`src/rtl/tern_pair_pkg.sv`:
```
package tern_pair_pkg;

  typedef enum logic [1:0] {
    W_ZERO = 2'b00,
    W_POS  = 2'b01,
    W_NEG  = 2'b10,
    W_BAD  = 2'b11
  } weightCode_t;

  typedef struct packed {
    logic accum;
    logic clear;
  } ctrlStrobe_t;

endpackage

```
`src/rtl/tern_cell_map.sv`:
```
module tern_cell_map (
  input  logic [1:0] code,
  input  logic       binMode,
  output logic       plusLow,
  output logic       minusLow,
  output logic       illegal
);
  import tern_pair_pkg::*;

  always_comb begin
    plusLow  = 1'b0;
    minusLow = 1'b0;
    illegal  = 1'b0;
    case (weightCode_t'(code))
      W_POS:  plusLow  = 1'b1;
      W_NEG:  minusLow = 1'b1;
      W_ZERO: illegal  = binMode;
      default: illegal = 1'b1;
    endcase
  end
endmodule

```
`src/rtl/tern_pair_ctrl.sv`:
```
module tern_pair_ctrl
  import tern_pair_pkg::*;
(
  input  logic        clk,
  input  logic        rstN,
  input  logic        inValid,
  input  logic        inLast,
  input  logic        outReady,
  output logic        inReady,
  output logic        outValid,
  output ctrlStrobe_t strobe
);
  typedef enum logic {ST_COLLECT, ST_HOLD} state_t;
  state_t state;

  always_ff @(posedge clk) begin
    if (!rstN) begin
      state <= ST_COLLECT;
    end else begin
      case (state)
        ST_COLLECT: if (inValid && inLast) state <= ST_HOLD;
        default:    if (outReady) state <= ST_COLLECT;
      endcase
    end
  end

  always_comb begin
    inReady      = (state == ST_COLLECT);
    outValid     = (state == ST_HOLD);
    strobe.accum = (state == ST_COLLECT) && inValid;
    strobe.clear = (state == ST_HOLD) && outReady;
  end
endmodule

```
`src/rtl/tern_pair_dp.sv`:
```
module tern_pair_dp
  import tern_pair_pkg::*;
#(
  parameter int SUM_W     = 13,
  parameter int CNT_W     = 7,
  parameter int LRS_UNITS = 100,
  parameter int HRS_UNITS = 1
) (
  input  logic             clk,
  input  logic             rstN,
  input  ctrlStrobe_t      strobe,
  input  logic             binMode,
  input  logic             inBit,
  input  logic [1:0]       inWeight,
  output logic [SUM_W-1:0] plusSum,
  output logic [SUM_W-1:0] minusSum,
  output logic [CNT_W-1:0] lrsCount,
  output logic             errSeen,
  output logic             act
);
  localparam logic [SUM_W-1:0] LOW_V  = SUM_W'(LRS_UNITS);
  localparam logic [SUM_W-1:0] HIGH_V = SUM_W'(HRS_UNITS);

  logic plusLow, minusLow, illegal;
  logic [SUM_W-1:0] plusAdd, minusAdd;
  logic [CNT_W-1:0] lowAdd;

  tern_cell_map u_map (
    .code    (inWeight),
    .binMode (binMode),
    .plusLow (plusLow),
    .minusLow(minusLow),
    .illegal (illegal)
  );

  always_comb begin
    plusAdd  = inBit ? (plusLow  ? LOW_V : HIGH_V) : '0;
    minusAdd = inBit ? (minusLow ? LOW_V : HIGH_V) : '0;
    lowAdd   = CNT_W'(plusLow) + CNT_W'(minusLow);
  end

  always_ff @(posedge clk) begin
    if (!rstN || strobe.clear) begin
      plusSum  <= '0;
      minusSum <= '0;
      lrsCount <= '0;
      errSeen  <= 1'b0;
    end else if (strobe.accum) begin
      plusSum  <= plusSum + plusAdd;
      minusSum <= minusSum + minusAdd;
      lrsCount <= lrsCount + lowAdd;
      errSeen  <= errSeen | illegal;
    end
  end

  assign act = (plusSum > minusSum);
endmodule

```
`src/rtl/tern_pair_neuron.sv`:
```
module tern_pair_neuron
  import tern_pair_pkg::*;
#(
  parameter int MAX_ROWS  = 64,
  parameter int LRS_UNITS = 100,
  parameter int HRS_UNITS = 1,
  localparam int SUM_W    = $clog2(MAX_ROWS * LRS_UNITS + 1),
  localparam int CNT_W    = $clog2(MAX_ROWS + 1)
) (
  input  logic             clk,
  input  logic             rstN,
  input  logic             binMode,
  input  logic             inValid,
  output logic             inReady,
  input  logic             inBit,
  input  logic [1:0]       inWeight,
  input  logic             inLast,
  output logic             outValid,
  input  logic             outReady,
  output logic             outAct,
  output logic [SUM_W-1:0] outPlusSum,
  output logic [SUM_W-1:0] outMinusSum,
  output logic [CNT_W-1:0] outLrsCount,
  output logic             outError
);
  ctrlStrobe_t strobe;

  tern_pair_ctrl u_ctrl (
    .clk     (clk),
    .rstN    (rstN),
    .inValid (inValid),
    .inLast  (inLast),
    .outReady(outReady),
    .inReady (inReady),
    .outValid(outValid),
    .strobe  (strobe)
  );

  tern_pair_dp #(
    .SUM_W    (SUM_W),
    .CNT_W    (CNT_W),
    .LRS_UNITS(LRS_UNITS),
    .HRS_UNITS(HRS_UNITS)
  ) u_dp (
    .clk     (clk),
    .rstN    (rstN),
    .strobe  (strobe),
    .binMode (binMode),
    .inBit   (inBit),
    .inWeight(inWeight),
    .plusSum (outPlusSum),
    .minusSum(outMinusSum),
    .lrsCount(outLrsCount),
    .errSeen (outError),
    .act     (outAct)
  );
endmodule

```
`config.mk`:
```
export PLATFORM = sky130hd
export DESIGN_NAME = tern_pair_neuron
export DESIGN_NICKNAME = d
export VERILOG_FILES = /design/src/rtl/tern_pair_pkg.sv /design/src/rtl/tern_cell_map.sv /design/src/rtl/tern_pair_ctrl.sv /design/src/rtl/tern_pair_dp.sv /design/src/rtl/tern_pair_neuron.sv
export SDC_FILE = /design/constraint.sdc
export NUM_CORES = 1
export LEC_CHECK = 0
export ABC_CLOCK_PERIOD_IN_PS = 5900
export BUFFER_PORTS_ARGS = -buffer_cell sky130_fd_sc_hd__buf_2
export CAP_MARGIN = 15
export CORE_ASPECT_RATIO = 1.25
export CORE_MARGIN = 2
export CORE_UTILIZATION = 25
export DETAILED_ROUTE_END_ITERATION = 16
export PLACE_DENSITY = 0.5
export SYNTH_ARGS = -nofsm -noshare
export SYNTH_HDL_FRONTEND = slang
export SYNTH_HIERARCHICAL = 1
export SYNTH_SLANG_ARGS = --single-unit
```
`constraint.sdc`:
```
create_clock -name clk -period 5.9 [get_ports clk]
set_input_delay 0 -clock clk [delete_from_list [all_inputs] [get_ports clk]]
set_output_delay 0 -clock clk [all_outputs]
set_load 0.02 [all_outputs]
```
**Word-level counts from Yosys, hierarchy flattened**

Cells that the tools add are included.

- Register bits: 35
- Bits of input ports: 9
- Output and inout bits: 37
- Logic and storage cells: 31

- Add/sub/neg operators: 4
- Order comparisons: 1
- Equality and inequality tests: 2
- Muxes and demuxes: 10
- Bitwise logic cells: 2
- Reductions and logical operators: 7

Operators with widths:

| kind | number |
|---|---|
| 13-bit adder | 2 |
| 13-bit 2-to-1 mux | 2 |
| 7-bit 2-to-1 mux | 2 |
| 13-bit greater-than comparator | 1 |
| 7-bit adder | 1 |
| 1-bit 2-to-1 mux | 5 |
| 1-bit logical AND | 3 |
| 1-bit by 1-bit adder with 2-bit output | 1 |
| 2-bit by 1-bit equality test with 1-bit output, second input constant | 1 |
| 2-bit equality test, second input constant | 1 |
| 2-bit logical NOT | 1 |
| 1-bit one-hot mux with 2 select lines | 1 |
| 2-bit OR reduction | 1 |
| 1-bit logical NOT | 1 |
| 1-bit logical OR | 1 |
| 1-bit NOT | 1 |
| 1-bit bitwise OR | 1 |

**Longest topological paths before layout**

- Word-level depth: 5
- Depth in mapped cells: 9
- Gate-level depth less buffers: 9

**Cells and area by module**

Netlist, hierarchy kept.

By module, submodules not included:

| module | instances | cells each | area each (um^2) | sequential area each (um^2) |
|---|---|---|---|---|
| tern_pair_dp | 1 | 287 | 2,381.0 | 680.7 |
| tern_cell_map | 1 | 7 | 58.8 | 0.0 |
| tern_pair_ctrl | 1 | 6 | 58.8 | 20.0 |

**Least setup slack after synthesis**

OpenSTA, ideal clock, no wires.

- Kind: reg2reg
- Start: reg u_dp.minusSum[0]
- End: reg u_dp.minusSum[12]
- Setup time: 70 ps
- Data arrival time: 1,861 ps
- Setup slack: 3,969 ps
- Stages on the path, launching flop included: 7
- Path buffers: 0
- Period minus slack after synthesis: 1,931 ps
- Cells stage by stage: dfxtp_1 > ha_1 > ha_1 > o211a_1 > o311ai_2 > or4_1 > a21oi_1

- Word-level cells in the longest chain between the ends: 1

Ends and longest elaborated chain:

| item | line | source |
|---|---|---|
| start: declaration | tern_pair_dp.sv:16 | `output logic [SUM_W-1:0] minusSum,` |
| start signal: assignment | tern_pair_dp.sv:50 | `minusSum <= minusSum + minusAdd;` |
| 13-bit adder | tern_pair_dp.sv:50 |  |

Every way passes these cells.
A chain may end at the register's enable or synchronous reset.

**Worst setup path after layout**

- Start: reg u_dp.minusSum[10]
- End: out outAct

- Word-level cells in the longest chain between the ends: 1

Ends and longest elaborated chain:

| item | line | source |
|---|---|---|
| 13-bit greater-than comparator | tern_pair_dp.sv:56 | `assign act = (plusSum > minusSum);` |
| end: declaration | tern_pair_neuron.sv:20 | `output logic outAct,` |

Every way passes these cells.

==> results.yml <==
status:
  status: "complete, no violations"
yosys:
  synthesis.area_sq_um: 2499
  synth_top_area_share_pct: 28.04
  synthCells: 300
  synth_fp_nets: 333
  synth_top_family_by_area: "simple AND/OR/NAND/NOR gates"
  post_synth.cell_area_avg_sq_um: 8.329
  synth-edff-count: 0
  ys_top_cells_by_area: "dfxtp_1, ha_1, mux2i_1, nand2_1, a21oi_1"
  synth-seq-cells: 35
  ys_async_sr_fraction_pct: 0
  synthSimpleGateAreaFrac_pct: 24.14
  synthDistinctLibCells: 63
  yosys-top-cells-count: "dfxtp_1, nand2_1, ha_1, a21oi_1, inv_1"
  synth_ff_type: "dfxtp_1"
  yosys.area_share.adder_pct: 13.97
  ys_seq_area_share_pct: 28.04
  synth.most_common_cell: "dfxtp_1"
  yosys_warnings: 6
  synth_top_area_cell: "dfxtp_1"
  synthMuxAreaShare_pct: 6.009
  synth-compound-area-share_pct: 20.33
  synth-xor-area-share_pct: 1.753
sta:
  setup_viol: 0
  hold_viol: 0
  worstMarginPinSlew_ps: 611.5
  min_period_ps: 2103
  final.setup.tns_ps: 0
  finalClockSkew_ps: 4.381
  max_freq_mhz: 475.5
  rsz0062_at_grt: "no"
  timing.final.crit_share_pct: 35.64
  maxSlewViolCount: 0
  max_slew_margin_pct: 59.24
grt:
  grt_first_pass_wirelength_microns: 11450
  grt_pass1_vias: 2281
  grt_max_degree: 31
  antenna_found_initial: 0
  grt-ovfl-total: 0
  grt_use_total_pct: 13.16
layout:
  fin_cells: 470
  fin_nets: 376
  post_route_cells_drive_above_1_share_pct: 19.19
  syn_to_final_growth_pct: 19.48
  diodes: 0
  design_area_sq_um: 2985
place:
  port_buffers: 45
  place.gp.congestion: 0.8057
  post-dp-hpwl_microns: 4985
  dp_cells: 460
  place_area_sq_um: 2824
cts:
  clk_pin_slew_ps: 60
  cts.sinks: 35
  clk_path_buf_depth: 2
  cts_buffers: 5
  cts_root_buf: "clkbuf_16"
  htree_num_levels: 2
  cts_tree: "yes"
  clk_latency_ps: 280
pwr:
  power.internal_uw: 452.1
  p_sw_share_pct: 30.67
  p_sw_uw: 200.0
  p_per_area_nw_per_um2: 218.4
  p_seq_share_pct: 40.7
  leakagePower_uw: 0.001303
  ir_worst_vdd_v: 0.0001432
  clockPowerShare_pct: 39.8
  finalPower_uw: 652.1
  p_comb_share_pct: 19.5
hold_path:
  min_path_type: "in -> reg"
routing:
  vias_per_cell: 5.143
  vias: 2417
  wirelength_microns: 6894
  drt_iter0_markers: 137
  wl_per_cell_microns: 14.67
  ant_nets: 0
  remaining_drc_errors: 0
  dr.pass1.iters: 4
floorplanning:
  die_w_microns: 93.42
  start_util_pct: 25.87
  core-area_sq_um: 9659
  placementRows: 40
  die_area_sq_um: 10820
  io_pins: 46
  dieHeight_microns: 115.8
setup_path:
  critPathRequiredTime_ps: 5900
  worst-setup-path-type: "reg -> out"
  cp-start-kind: "register"
  critPathSlowestCell: "a2111oi_0"
  cp.arrival_ps: 2100
  cpMostUsedCell: "a21oi_1"
  path_cells: "inv_1, ha_1, a21oi_1, o21ai_0, a2111oi_0, a21oi_1, buf_2"
  cpPeakStageDelay_ps: 420
  critPathMaxFanout: 5
  cp-end-kind: "output port"
job:
  drv_cap: 0
[worst paths after layout]
path                     startpoint          endpoint  slack, ps  cells after the start
hold / removal              binMode      u_dp/errSeen        130                      5
hold reg to reg        u_dp/errSeen      u_dp/errSeen        470                      2
setup / recovery  u_dp/minusSum[10]            outAct       3800                      7
setup reg to reg    u_ctrl/outValid  u_dp/minusSum[5]       3800                      4
[logic make-up (layout without fill, tap and decap cells)]
family	Yosys count	after routing
AND/OR/NAND/NOR	112	112
AO/OA/AOI/OAI	72	72
flip-flops	35	35
buffers and inverters	33	77
adder cells (fa/ha/maj)	28	28
multiplexers	15	15
XOR/XNOR	5	5
[sequential cells by signal, indices dropped and copies added (netlist names)]
signal and flops:
u_dp/minusSum 13, u_dp/plusSum 13, u_dp/lrsCount 7, u_ctrl/outValid 1
u_dp/errSeen 1
[layer usage]
layer,vias to the layer above,global-route usage (%),wire (microns)
met2,52,22.54,3344
met3,5,2.341,317
met4,0,3.529,80
li1,1196,-,-
met5,-,0,0
met1,1164,17.02,3152
[layout by cell type, fill, tap and decap left out, types with 11 or more instances in the layout]
master / count
a21oi_1: 21
inv_1: 21
nor2_1: 16
mux2i_1: 15
nand3_1: 11
nand2_1: 29
ha_1: 23
buf_2: 45
o21ai_0: 12
dfxtp_1: 35
[metrics by stage]
step	setup WS (ps)	hold WS [ps]	utilization, %
finish	3797	125.9	30.91
floorplan	3969	161.8	-
detailed placement	3595	261.1	29.24
global placement	3710	257.1	29.24
global route	3526	196.9	30.91
CTS	3770	123.5	30.91
[worst max-delay path: cells and delay by family (launching register included)]
kind,cells,cell delay (ps)
compound gates,4,880
flops,1,390
fa+ha+maj,1,290
buf+inv,2,260
[final cells by class]
cell class                 instances  area [sq um]
fill                            1024          6674
multi-input combinational        232          1654
sequential                        35         700.7
timing repair buffer              48         252.7
tap                              126         157.7
clock buffer                       6         128.9
inverter                          21         78.83
clock inverter                     2         12.51
[power by group through the flow]
| stage | combinational [uW] | clock, uW | sequential, uW |
|---|---|---|---|
| 2_1_floorplan | 80.3 | 0 | 277 |
| 3_3_place_gp | 123 | 0 | 271 |
| 3_5_place_dp | 126 | 0 | 271 |
| 4_1_cts | 127 | 267 | 266 |
| 5_1_grt | 144 | 280 | 268 |
| 6_report | 127 | 260 | 266 |
[what timing repair did]
action	CTS	global route
setup buffers	0	0
hold endpoints to repair	1	0
hold buffers	2	0
resized for setup	0	0
setup endpoints to repair	0	0
Note: power is estimated with default switching activity, not from simulation.
